<file path="src/rtl/biharm_pkg.sv">
package biharm_pkg;

    // Extra bits above the state width needed by the stencil sum
    localparam int GUARD_BITS  = 6;
    // Taps in the diamond neighbourhood: centre plus three rings of four
    localparam int NUM_TAPS    = 13;
    localparam int RING_TAPS   = 4;
    localparam int NUM_RINGS   = 3;
    // Bits gained by adding four taps of one ring
    localparam int RING_GROWTH = 2;

    typedef enum logic [1:0] {
        RING_NEAR = 2'd0,   // axis neighbours at distance one, weight -8
        RING_DIAG = 2'd1,   // diagonal neighbours, weight +2
        RING_FAR  = 2'd2    // axis samples at distance two, weight +1
    } ring_e;

    // Index of the first tap of a ring within the flattened tap vector
    function automatic int ring_first_tap(int ring);
        return 1 + RING_TAPS * ring;
    endfunction

    // Left-shift amount that realises the magnitude of a ring weight
    function automatic int ring_shift(int ring);
        case (ring)
            0:       return 3;
            1:       return 1;
            default: return 0;
        endcase
    endfunction

endpackage

</file>
<file path="src/rtl/biharm_ring_stage.sv">
// Stage 1: centre term x20 by two shifts, and a plain sum of each ring.
module biharm_ring_stage
    import biharm_pkg::*;
#(
    parameter int STATE_W = 36,
    parameter int COEF_W  = 18,
    parameter int SUM_W   = STATE_W + GUARD_BITS,
    parameter int RING_W  = STATE_W + RING_GROWTH
) (
    input  logic                            clk,
    input  logic                            rst,
    input  logic                            in_valid,
    input  logic [NUM_TAPS*STATE_W-1:0]     in_taps,
    input  logic signed [COEF_W-1:0]        in_coef,
    output logic                            s1_valid,
    output logic signed [SUM_W-1:0]         s1_centre20,
    output logic signed [RING_W-1:0]        s1_near,
    output logic signed [RING_W-1:0]        s1_diag,
    output logic signed [RING_W-1:0]        s1_far,
    output logic signed [COEF_W-1:0]        s1_coef
);

    logic signed [STATE_W-1:0] tap      [NUM_TAPS];
    logic signed [RING_W-1:0]  ring_sum [NUM_RINGS];
    logic signed [SUM_W-1:0]   centre_ext;
    logic signed [SUM_W-1:0]   centre20;

    for (genvar t = 0; t < NUM_TAPS; t++) begin : g_unpack
        assign tap[t] = in_taps[t*STATE_W +: STATE_W];
    end

    for (genvar r = 0; r < NUM_RINGS; r++) begin : g_ring
        localparam int FIRST = ring_first_tap(r);
        logic signed [RING_W-1:0] acc;
        always_comb begin
            acc = '0;
            for (int k = 0; k < RING_TAPS; k++) begin
                acc = acc + RING_W'(tap[FIRST+k]);
            end
        end
        assign ring_sum[r] = acc;
    end

    // 20x = 16x + 4x
    assign centre_ext = SUM_W'(tap[0]);
    assign centre20   = (centre_ext <<< 4) + (centre_ext <<< 2);

    always_ff @(posedge clk) begin
        if (rst) begin
            s1_valid    <= 1'b0;
            s1_centre20 <= '0;
            s1_near     <= '0;
            s1_diag     <= '0;
            s1_far      <= '0;
            s1_coef     <= '0;
        end else begin
            s1_valid <= in_valid;
            if (in_valid) begin
                s1_centre20 <= centre20;
                s1_near     <= ring_sum[RING_NEAR];
                s1_diag     <= ring_sum[RING_DIAG];
                s1_far      <= ring_sum[RING_FAR];
                s1_coef     <= in_coef;
            end
        end
    end

endmodule

</file>
<file path="src/rtl/biharm_combine_stage.sv">
// Stage 2: apply ring weights by shifting and fold into one stencil sum.
module biharm_combine_stage
    import biharm_pkg::*;
#(
    parameter int STATE_W = 36,
    parameter int COEF_W  = 18,
    parameter int SUM_W   = STATE_W + GUARD_BITS,
    parameter int RING_W  = STATE_W + RING_GROWTH
) (
    input  logic                      clk,
    input  logic                      rst,
    input  logic                      s1_valid,
    input  logic signed [SUM_W-1:0]   s1_centre20,
    input  logic signed [RING_W-1:0]  s1_near,
    input  logic signed [RING_W-1:0]  s1_diag,
    input  logic signed [RING_W-1:0]  s1_far,
    input  logic signed [COEF_W-1:0]  s1_coef,
    output logic                      s2_valid,
    output logic signed [SUM_W-1:0]   s2_sum,
    output logic signed [COEF_W-1:0]  s2_coef
);

    typedef struct packed {
        logic signed [SUM_W-1:0] near_w;   // magnitude of the -8 ring
        logic signed [SUM_W-1:0] diag_w;   // +2 ring
        logic signed [SUM_W-1:0] far_w;    // +1 ring
    } weighted_t;

    weighted_t               wt;
    logic signed [SUM_W-1:0] stencil;

    always_comb begin
        wt.near_w = SUM_W'(s1_near) <<< ring_shift(int'(RING_NEAR));
        wt.diag_w = SUM_W'(s1_diag) <<< ring_shift(int'(RING_DIAG));
        wt.far_w  = SUM_W'(s1_far)  <<< ring_shift(int'(RING_FAR));
        stencil   = s1_centre20 - wt.near_w + wt.diag_w + wt.far_w;
    end

    always_ff @(posedge clk) begin
        if (rst) begin
            s2_valid <= 1'b0;
            s2_sum   <= '0;
            s2_coef  <= '0;
        end else begin
            s2_valid <= s1_valid;
            if (s1_valid) begin
                s2_sum  <= stencil;
                s2_coef <= s1_coef;
            end
        end
    end

endmodule

</file>
<file path="src/rtl/biharm_scale_stage.sv">
// Stage 3: the single multiplier, full-width signed product.
module biharm_scale_stage
    import biharm_pkg::*;
#(
    parameter int STATE_W = 36,
    parameter int COEF_W  = 18,
    parameter int SUM_W   = STATE_W + GUARD_BITS,
    parameter int OUT_W   = SUM_W + COEF_W
) (
    input  logic                      clk,
    input  logic                      rst,
    input  logic                      s2_valid,
    input  logic signed [SUM_W-1:0]   s2_sum,
    input  logic signed [COEF_W-1:0]  s2_coef,
    output logic                      out_valid,
    output logic signed [OUT_W-1:0]   out_force
);

    logic signed [OUT_W-1:0] product;

    assign product = OUT_W'(s2_sum) * OUT_W'(s2_coef);

    always_ff @(posedge clk) begin
        if (rst) begin
            out_valid <= 1'b0;
            out_force <= '0;
        end else begin
            out_valid <= s2_valid;
            if (s2_valid) begin
                out_force <= product;
            end
        end
    end

endmodule

</file>
<file path="src/rtl/biharm_stencil_unit.sv">
module biharm_stencil_unit
    import biharm_pkg::*;
#(
    parameter int STATE_W = 36,
    parameter int COEF_W  = 18
) (
    input  logic                                     clk,
    input  logic                                     rst,
    input  logic                                     in_valid,
    input  logic [NUM_TAPS*STATE_W-1:0]              in_taps,
    input  logic signed [COEF_W-1:0]                 in_coef,
    output logic                                     out_valid,
    output logic signed [STATE_W+GUARD_BITS+COEF_W-1:0] out_force
);

    localparam int SUM_W  = STATE_W + GUARD_BITS;
    localparam int RING_W = STATE_W + RING_GROWTH;
    localparam int OUT_W  = SUM_W + COEF_W;

    logic                     s1_valid;
    logic signed [SUM_W-1:0]  s1_centre20;
    logic signed [RING_W-1:0] s1_near;
    logic signed [RING_W-1:0] s1_diag;
    logic signed [RING_W-1:0] s1_far;
    logic signed [COEF_W-1:0] s1_coef;
    logic                     s2_valid;
    logic signed [SUM_W-1:0]  s2_sum;
    logic signed [COEF_W-1:0] s2_coef;

    biharm_ring_stage #(
        .STATE_W(STATE_W), .COEF_W(COEF_W), .SUM_W(SUM_W), .RING_W(RING_W)
    ) ring_i (
        .clk(clk), .rst(rst), .in_valid(in_valid), .in_taps(in_taps),
        .in_coef(in_coef), .s1_valid(s1_valid), .s1_centre20(s1_centre20),
        .s1_near(s1_near), .s1_diag(s1_diag), .s1_far(s1_far), .s1_coef(s1_coef)
    );

    biharm_combine_stage #(
        .STATE_W(STATE_W), .COEF_W(COEF_W), .SUM_W(SUM_W), .RING_W(RING_W)
    ) combine_i (
        .clk(clk), .rst(rst), .s1_valid(s1_valid), .s1_centre20(s1_centre20),
        .s1_near(s1_near), .s1_diag(s1_diag), .s1_far(s1_far), .s1_coef(s1_coef),
        .s2_valid(s2_valid), .s2_sum(s2_sum), .s2_coef(s2_coef)
    );

    biharm_scale_stage #(
        .STATE_W(STATE_W), .COEF_W(COEF_W), .SUM_W(SUM_W), .OUT_W(OUT_W)
    ) scale_i (
        .clk(clk), .rst(rst), .s2_valid(s2_valid), .s2_sum(s2_sum),
        .s2_coef(s2_coef), .out_valid(out_valid), .out_force(out_force)
    );

endmodule

</file>
<file path="config.mk">
export PLATFORM = sky130hd
export DESIGN_NAME = biharm_stencil_unit
export DESIGN_NICKNAME = d
export VERILOG_FILES = /design/src/rtl/biharm_pkg.sv /design/src/rtl/biharm_ring_stage.sv /design/src/rtl/biharm_combine_stage.sv /design/src/rtl/biharm_scale_stage.sv /design/src/rtl/biharm_stencil_unit.sv
export SDC_FILE = /design/constraint.sdc
export NUM_CORES = 2
export LEC_CHECK = 0
export ABC_CLOCK_PERIOD_IN_PS = 9840
export BUFFER_PORTS_ARGS = -buffer_cell sky130_fd_sc_hd__buf_2
export CAP_MARGIN = 15
export CORE_ASPECT_RATIO = 0.5
export CORE_UTILIZATION = 60
export CTS_BUF_LIST = sky130_fd_sc_hd__clkbuf_4
export CTS_CLUSTER_SIZE = 30
export DETAILED_ROUTE_END_ITERATION = 12
export PLACE_DENSITY = 0.89
export REMOVE_ABC_BUFFERS = 1
export SLEW_MARGIN = 20
export SYNTH_ARGS = -nofsm -noshare
export SYNTH_HDL_FRONTEND = slang
export SYNTH_SLANG_ARGS = --single-unit
</file>
<file path="constraint.sdc">
create_clock -name clk -period 9.84 [get_ports clk]
set_input_delay 1.968 -clock clk [delete_from_list [all_inputs] [get_ports clk]]
set_output_delay 1.968 -clock clk [all_outputs]
set_load 0.05 [all_outputs]
</file>
==> impl_metrics.prom <==
# TYPE chip_impl_metric gauge
chip_impl_metric{name="drtPass1Iterations",unit=""} 6
chip_impl_metric{name="cts_buffers",unit=""} 79
chip_impl_metric{name="ant_nets",unit=""} 0
chip_impl_metric{name="row_count",unit=""} 75
chip_impl_metric{name="syn_to_final_growth",unit="%"} 8.721
chip_impl_metric{name="worst_slew_margin",unit="%"} 17.88
chip_impl_metric{name="cts-hold-fix-buffers",unit=""} 0
chip_impl_metric{name="synthArstFlopShare",unit="%"} 0
chip_impl_info{name="outcome",value="completed"} 1
chip_impl_metric{name="drc",unit=""} 0
chip_impl_metric{name="power.switching",unit="µW"} 5027
chip_impl_metric{name="gp_congestion",unit=""} 1.046
chip_impl_metric{name="number_of_antenna_violations_at_the_first_check_in_global_routing",unit=""} 7
chip_impl_metric{name="final_critical_path_setup_slack",unit="ns"} 2.032
chip_impl_metric{name="die_h",unit="µm"} 208.2
chip_impl_metric{name="num-nets-final",unit=""} 7900
chip_impl_metric{name="synth_area",unit="µm²"} 51020
chip_impl_metric{name="hpwl_after_detailed_placement",unit="µm"} 119600
chip_impl_metric{name="dpl-instance-area",unit="µm²"} 54400
chip_impl_metric{name="first_global_vias",unit=""} 45020
chip_impl_metric{name="clkSlewWorstSetupHoldPaths",unit="ns"} 0.07
chip_impl_metric{name="multi_input_comb_area",unit="µm²"} 40130
chip_impl_metric{name="max-clock-path-buffers",unit=""} 3
chip_impl_info{name="worst-setup-path-type",value="reg -> reg"} 1
chip_impl_metric{name="via_per_inst",unit=""} 5.775
chip_impl_info{name="worst_path_most_repeated_cell",value="sky130_fd_sc_hd__fa_1"} 1
chip_impl_metric{name="place_ws",unit="ns"} 2.282
chip_impl_metric{name="synth_sequential_area_ratio",unit="%"} 11.54
chip_impl_metric{name="core_box_area",unit="µm²"} 83990
chip_impl_metric{name="met2_length",unit="µm"} 69550
chip_impl_metric{name="wirelength",unit="µm"} 149500
chip_impl_metric{name="dpl.cell_count",unit=""} 7107
chip_impl_metric{name="pin_count_of_the_biggest_net_entering_global_routing",unit=""} 107
chip_impl_metric{name="timing.clock.skew",unit="ns"} 0.1058
chip_impl_metric{name="power.share.sequential",unit="%"} 18.2
chip_impl_metric{name="fin_area",unit="µm²"} 55470
chip_impl_metric{name="report.final.setup_viol",unit=""} 0
chip_impl_metric{name="cellInternalPower",unit="µW"} 4890
chip_impl_metric{name="critPathMaxStageDelay",unit="ns"} 1.15
chip_impl_metric{name="ys_warn_count",unit=""} 0
chip_impl_metric{name="part_of_the_total_power_dissipated_in_combinational_logic",unit="%"} 69.4
chip_impl_info{name="routed.top_layer",value="met5"} 1
chip_impl_metric{name="cts.repair.resized",unit=""} 0
chip_impl_metric{name="initial_utilization",unit="%"} 60.74
chip_impl_metric{name="routedLengthMet1",unit="µm"} 59290
chip_impl_metric{name="post_route_cells_drive_above_1_share",unit="%"} 12.19
chip_impl_metric{name="stdcell_count",unit=""} 7251
chip_impl_metric{name="postCtsSetupBuffers",unit=""} 0
chip_impl_metric{name="timing_max_transition_violations_final",unit=""} 0
chip_impl_info{name="slowest_stage_cell_cp",value="sky130_fd_sc_hd__dfxtp_2"} 1
chip_impl_info{name="worst_hold_path_type",value="reg -> reg"} 1
chip_impl_metric{name="worstMarginPinSlew",unit="ns"} 1.232
chip_impl_metric{name="clock_latency",unit="ns"} 1.03
chip_impl_metric{name="path_buf_inv",unit=""} 3
chip_impl_info{name="critPathCaptureType",value="flip-flop"} 1
chip_impl_metric{name="clock_tree_sinks",unit=""} 294
chip_impl_metric{name="grt_overflow_total",unit=""} 0
chip_impl_metric{name="postSynthAreaPerCell",unit="µm²"} 8.974
chip_impl_metric{name="critical_path_peak_fanout",unit=""} 43
chip_impl_info{name="path_cells",value="nand2_1 > fa_1 > fa_1 > fa_1 > inv_1 > fa_1 > fa_1 > inv_1 > fa_1 > inv_1 > ha_1 > a21oi_1 > o21ai_0 > a21oi_1 > nor3b_1 > a2111oi_0 > a211oi_1 > o21bai_1 > a211oi_1 > nand4_1 > o221ai_1"} 1
chip_impl_metric{name="final_routed_wire_length_divided_by_cell_count",unit="µm"} 20.62
chip_impl_metric{name="power.leakage",unit="µW"} 0.02716
chip_impl_metric{name="min_period_over_period",unit="%"} 79.35
chip_impl_metric{name="die_width",unit="µm"} 414.4
chip_impl_metric{name="setup_tns",unit="ns"} 0
chip_impl_metric{name="filler_cell_count",unit=""} 6604
chip_impl_metric{name="synth_cell_type_count",unit=""} 93
chip_impl_metric{name="grt_usage",unit="%"} 35.20
chip_impl_info{name="cp-start-kind",value="flip-flop"} 1
chip_impl_metric{name="clockPowerShare",unit="%"} 12.3
chip_impl_metric{name="postSynthRegisterBits",unit=""} 294
chip_impl_metric{name="critPathRequiredTime",unit="ns"} 10.74
chip_impl_metric{name="met3_length",unit="µm"} 15230
chip_impl_metric{name="first_iter_violations",unit=""} 3901
chip_impl_info{name="dominantRegCellSynth",value="sky130_fd_sc_hd__dfxtp_1"} 1
chip_impl_metric{name="cellPowerDensity",unit="nW/µm²"} 178.8
chip_impl_info{name="kind_of_cell_adding_the_most_delay_to_the_critical_path",value="adder cells"} 1
chip_impl_metric{name="p_sw_share",unit="%"} 50.69
chip_impl_metric{name="cts_max_level",unit=""} 3
chip_impl_metric{name="wire_length_of_the_first_global_routing_pass",unit="µm"} 237900
chip_impl_metric{name="max_clock_freq",unit="GHz"} 0.1281
chip_impl_info{name="clock-root-buffer",value="sky130_fd_sc_hd__clkbuf_4"} 1
chip_impl_metric{name="portBuffers",unit=""} 549
chip_impl_info{name="rsz_0062_raised_after_global_routing",value="no"} 1
chip_impl_info{name="layout_commonest_cell",value="sky130_fd_sc_hd__inv_1"} 1
chip_impl_info{name="cts_tree",value="built"} 1
chip_impl_metric{name="vdd_ir_drop_max",unit="V"} 0.0001694
chip_impl_info{name="top_library_cells_by_usage_in_the_layout_fill_and_taps_aside",value="sky130_fd_sc_hd__inv_1, sky130_fd_sc_hd__fa_1, sky130_fd_sc_hd__nand2_1, sky130_fd_sc_hd__buf_2, sky130_fd_sc_hd__nor2_1"} 1
chip_impl_metric{name="number_of_enable_flip_flop_cells_after_synthesis",unit=""} 0
chip_impl_metric{name="final_hold_vio_count",unit=""} 0
chip_impl_metric{name="regArea",unit="µm²"} 5913
chip_impl_metric{name="timing.max_cap.violations",unit=""} 0
chip_impl_metric{name="dieArea",unit="µm²"} 86270
chip_impl_metric{name="io-pin-count",unit=""} 550
chip_impl_metric{name="vias",unit=""} 41880
chip_impl_metric{name="synthesis.instances",unit=""} 5685
chip_impl_metric{name="finalCriticalPeriod",unit="ns"} 7.808
chip_impl_metric{name="arrival",unit="ns"} 8.71
per-layer routing:
metal,track usage [%],up-vias
met5,0.4374,-
met4,12.65,4
met3,8.563,428
met2,57.44,2272
met1,45.82,20600
li1,-,18570
cells by family after synthesis:
| group | count (synthesis) | share of synthesized area (%) |
|---|---|---|
| fa+ha+maj | 1339 | 47.72 |
| mux | 167 | 3.281 |
| xor+xnor | 203 | 3.485 |
| compound gates | 795 | 10.29 |
| simple gates | 1553 | 13.86 |
| buf+inv | 1334 | 9.827 |
| flops | 294 | 11.54 |
cell type report:
class,instances,area share (%)
flip-flops and latches,294,10.66
multi-input cells,4057,72.35
clock inverters,30,0.4557
inverters,1066,7.214
diodes,9,0.04060
repair buffers,574,5.344
clock buffers,105,1.421
well taps,1116,2.517
final timing paths:
path,from,end,slack (ns),cells past startpoint
worst min-delay path,ring_i.s1_diag[29],ring_i.s1_diag[29],0.45,2
worst min register to register,ring_i.s1_diag[29],ring_i.s1_diag[29],0.45,2
worst max-delay path,combine_i.s2_coef[4],scale_i.out_force[47],2.03,21
worst max register to register,combine_i.s2_coef[4],scale_i.out_force[47],2.03,21
metrics by stage:
stage	total power [µW]	hold WS (ns)	util, %
after CTS	9803	0.4486	66.01
after global placement	8286	0.4344	64.77
after global routing	10700	0.4748	66.04
after detailed placement	8528	0.4388	64.77
after floorplan	6544	0.4250	-
final	9918	0.4478	66.04
cells in the mapped netlist (all sizes together), types with 53 or more instances:
library cell	n	area [µm²]
a21o	112	840.8
a21oi	231	1175
and2	221	1383
clkbuf	240	902.1
dfxtp	294	5886
fa	1011	20240
ha	328	4104
inv	1063	3990
mux2i	165	1652
nand2	683	2564
nand3	53	265.3
nor2	365	1370
o21ai	157	789.5
xnor2	123	1077
xor2	80	700.7
worst reg2reg max path, delay by kind of cell (launching register included):
kind                     cells  cell delay (ns)
adder cells (fa/ha/maj)      7             3.46
buffers and inverters        3             0.18
AND/OR/NAND/NOR              3             0.65
AO/OA/AOI/OAI                8             2.31
flip-flops                   1             1.15
power by group through the flow:
| stage | logic, µW | clock network (µW) | registers (µW) |
|---|---|---|---|
| after floorplan | 4860 | 0 | 1690 |
| after global placement | 6500 | 0 | 1790 |
| after detailed placement | 6720 | 0 | 1810 |
| after CTS | 6770 | 1250 | 1780 |
| after global routing | 7570 | 1300 | 1830 |
| final | 6890 | 1220 | 1810 |
flip-flops by register name, indices dropped and copies added, names as in the netlist:
| register | count |
|---|---|
| ring_i.s1_centre20 | 39 |
| combine_i.s2_coef | 18 |
| combine_i.s2_valid | 1 |
| ring_i.s1_valid | 1 |
| ring_i.s1_diag | 38 |
| ring_i.s1_coef | 18 |
| ring_i.s1_far | 38 |
| ring_i.s1_near | 38 |
| combine_i.s2_sum | 42 |
| scale_i.out_force | 60 |
| scale_i.out_valid | 1 |
No activity file was read; power rests on OpenSTA's default activity.
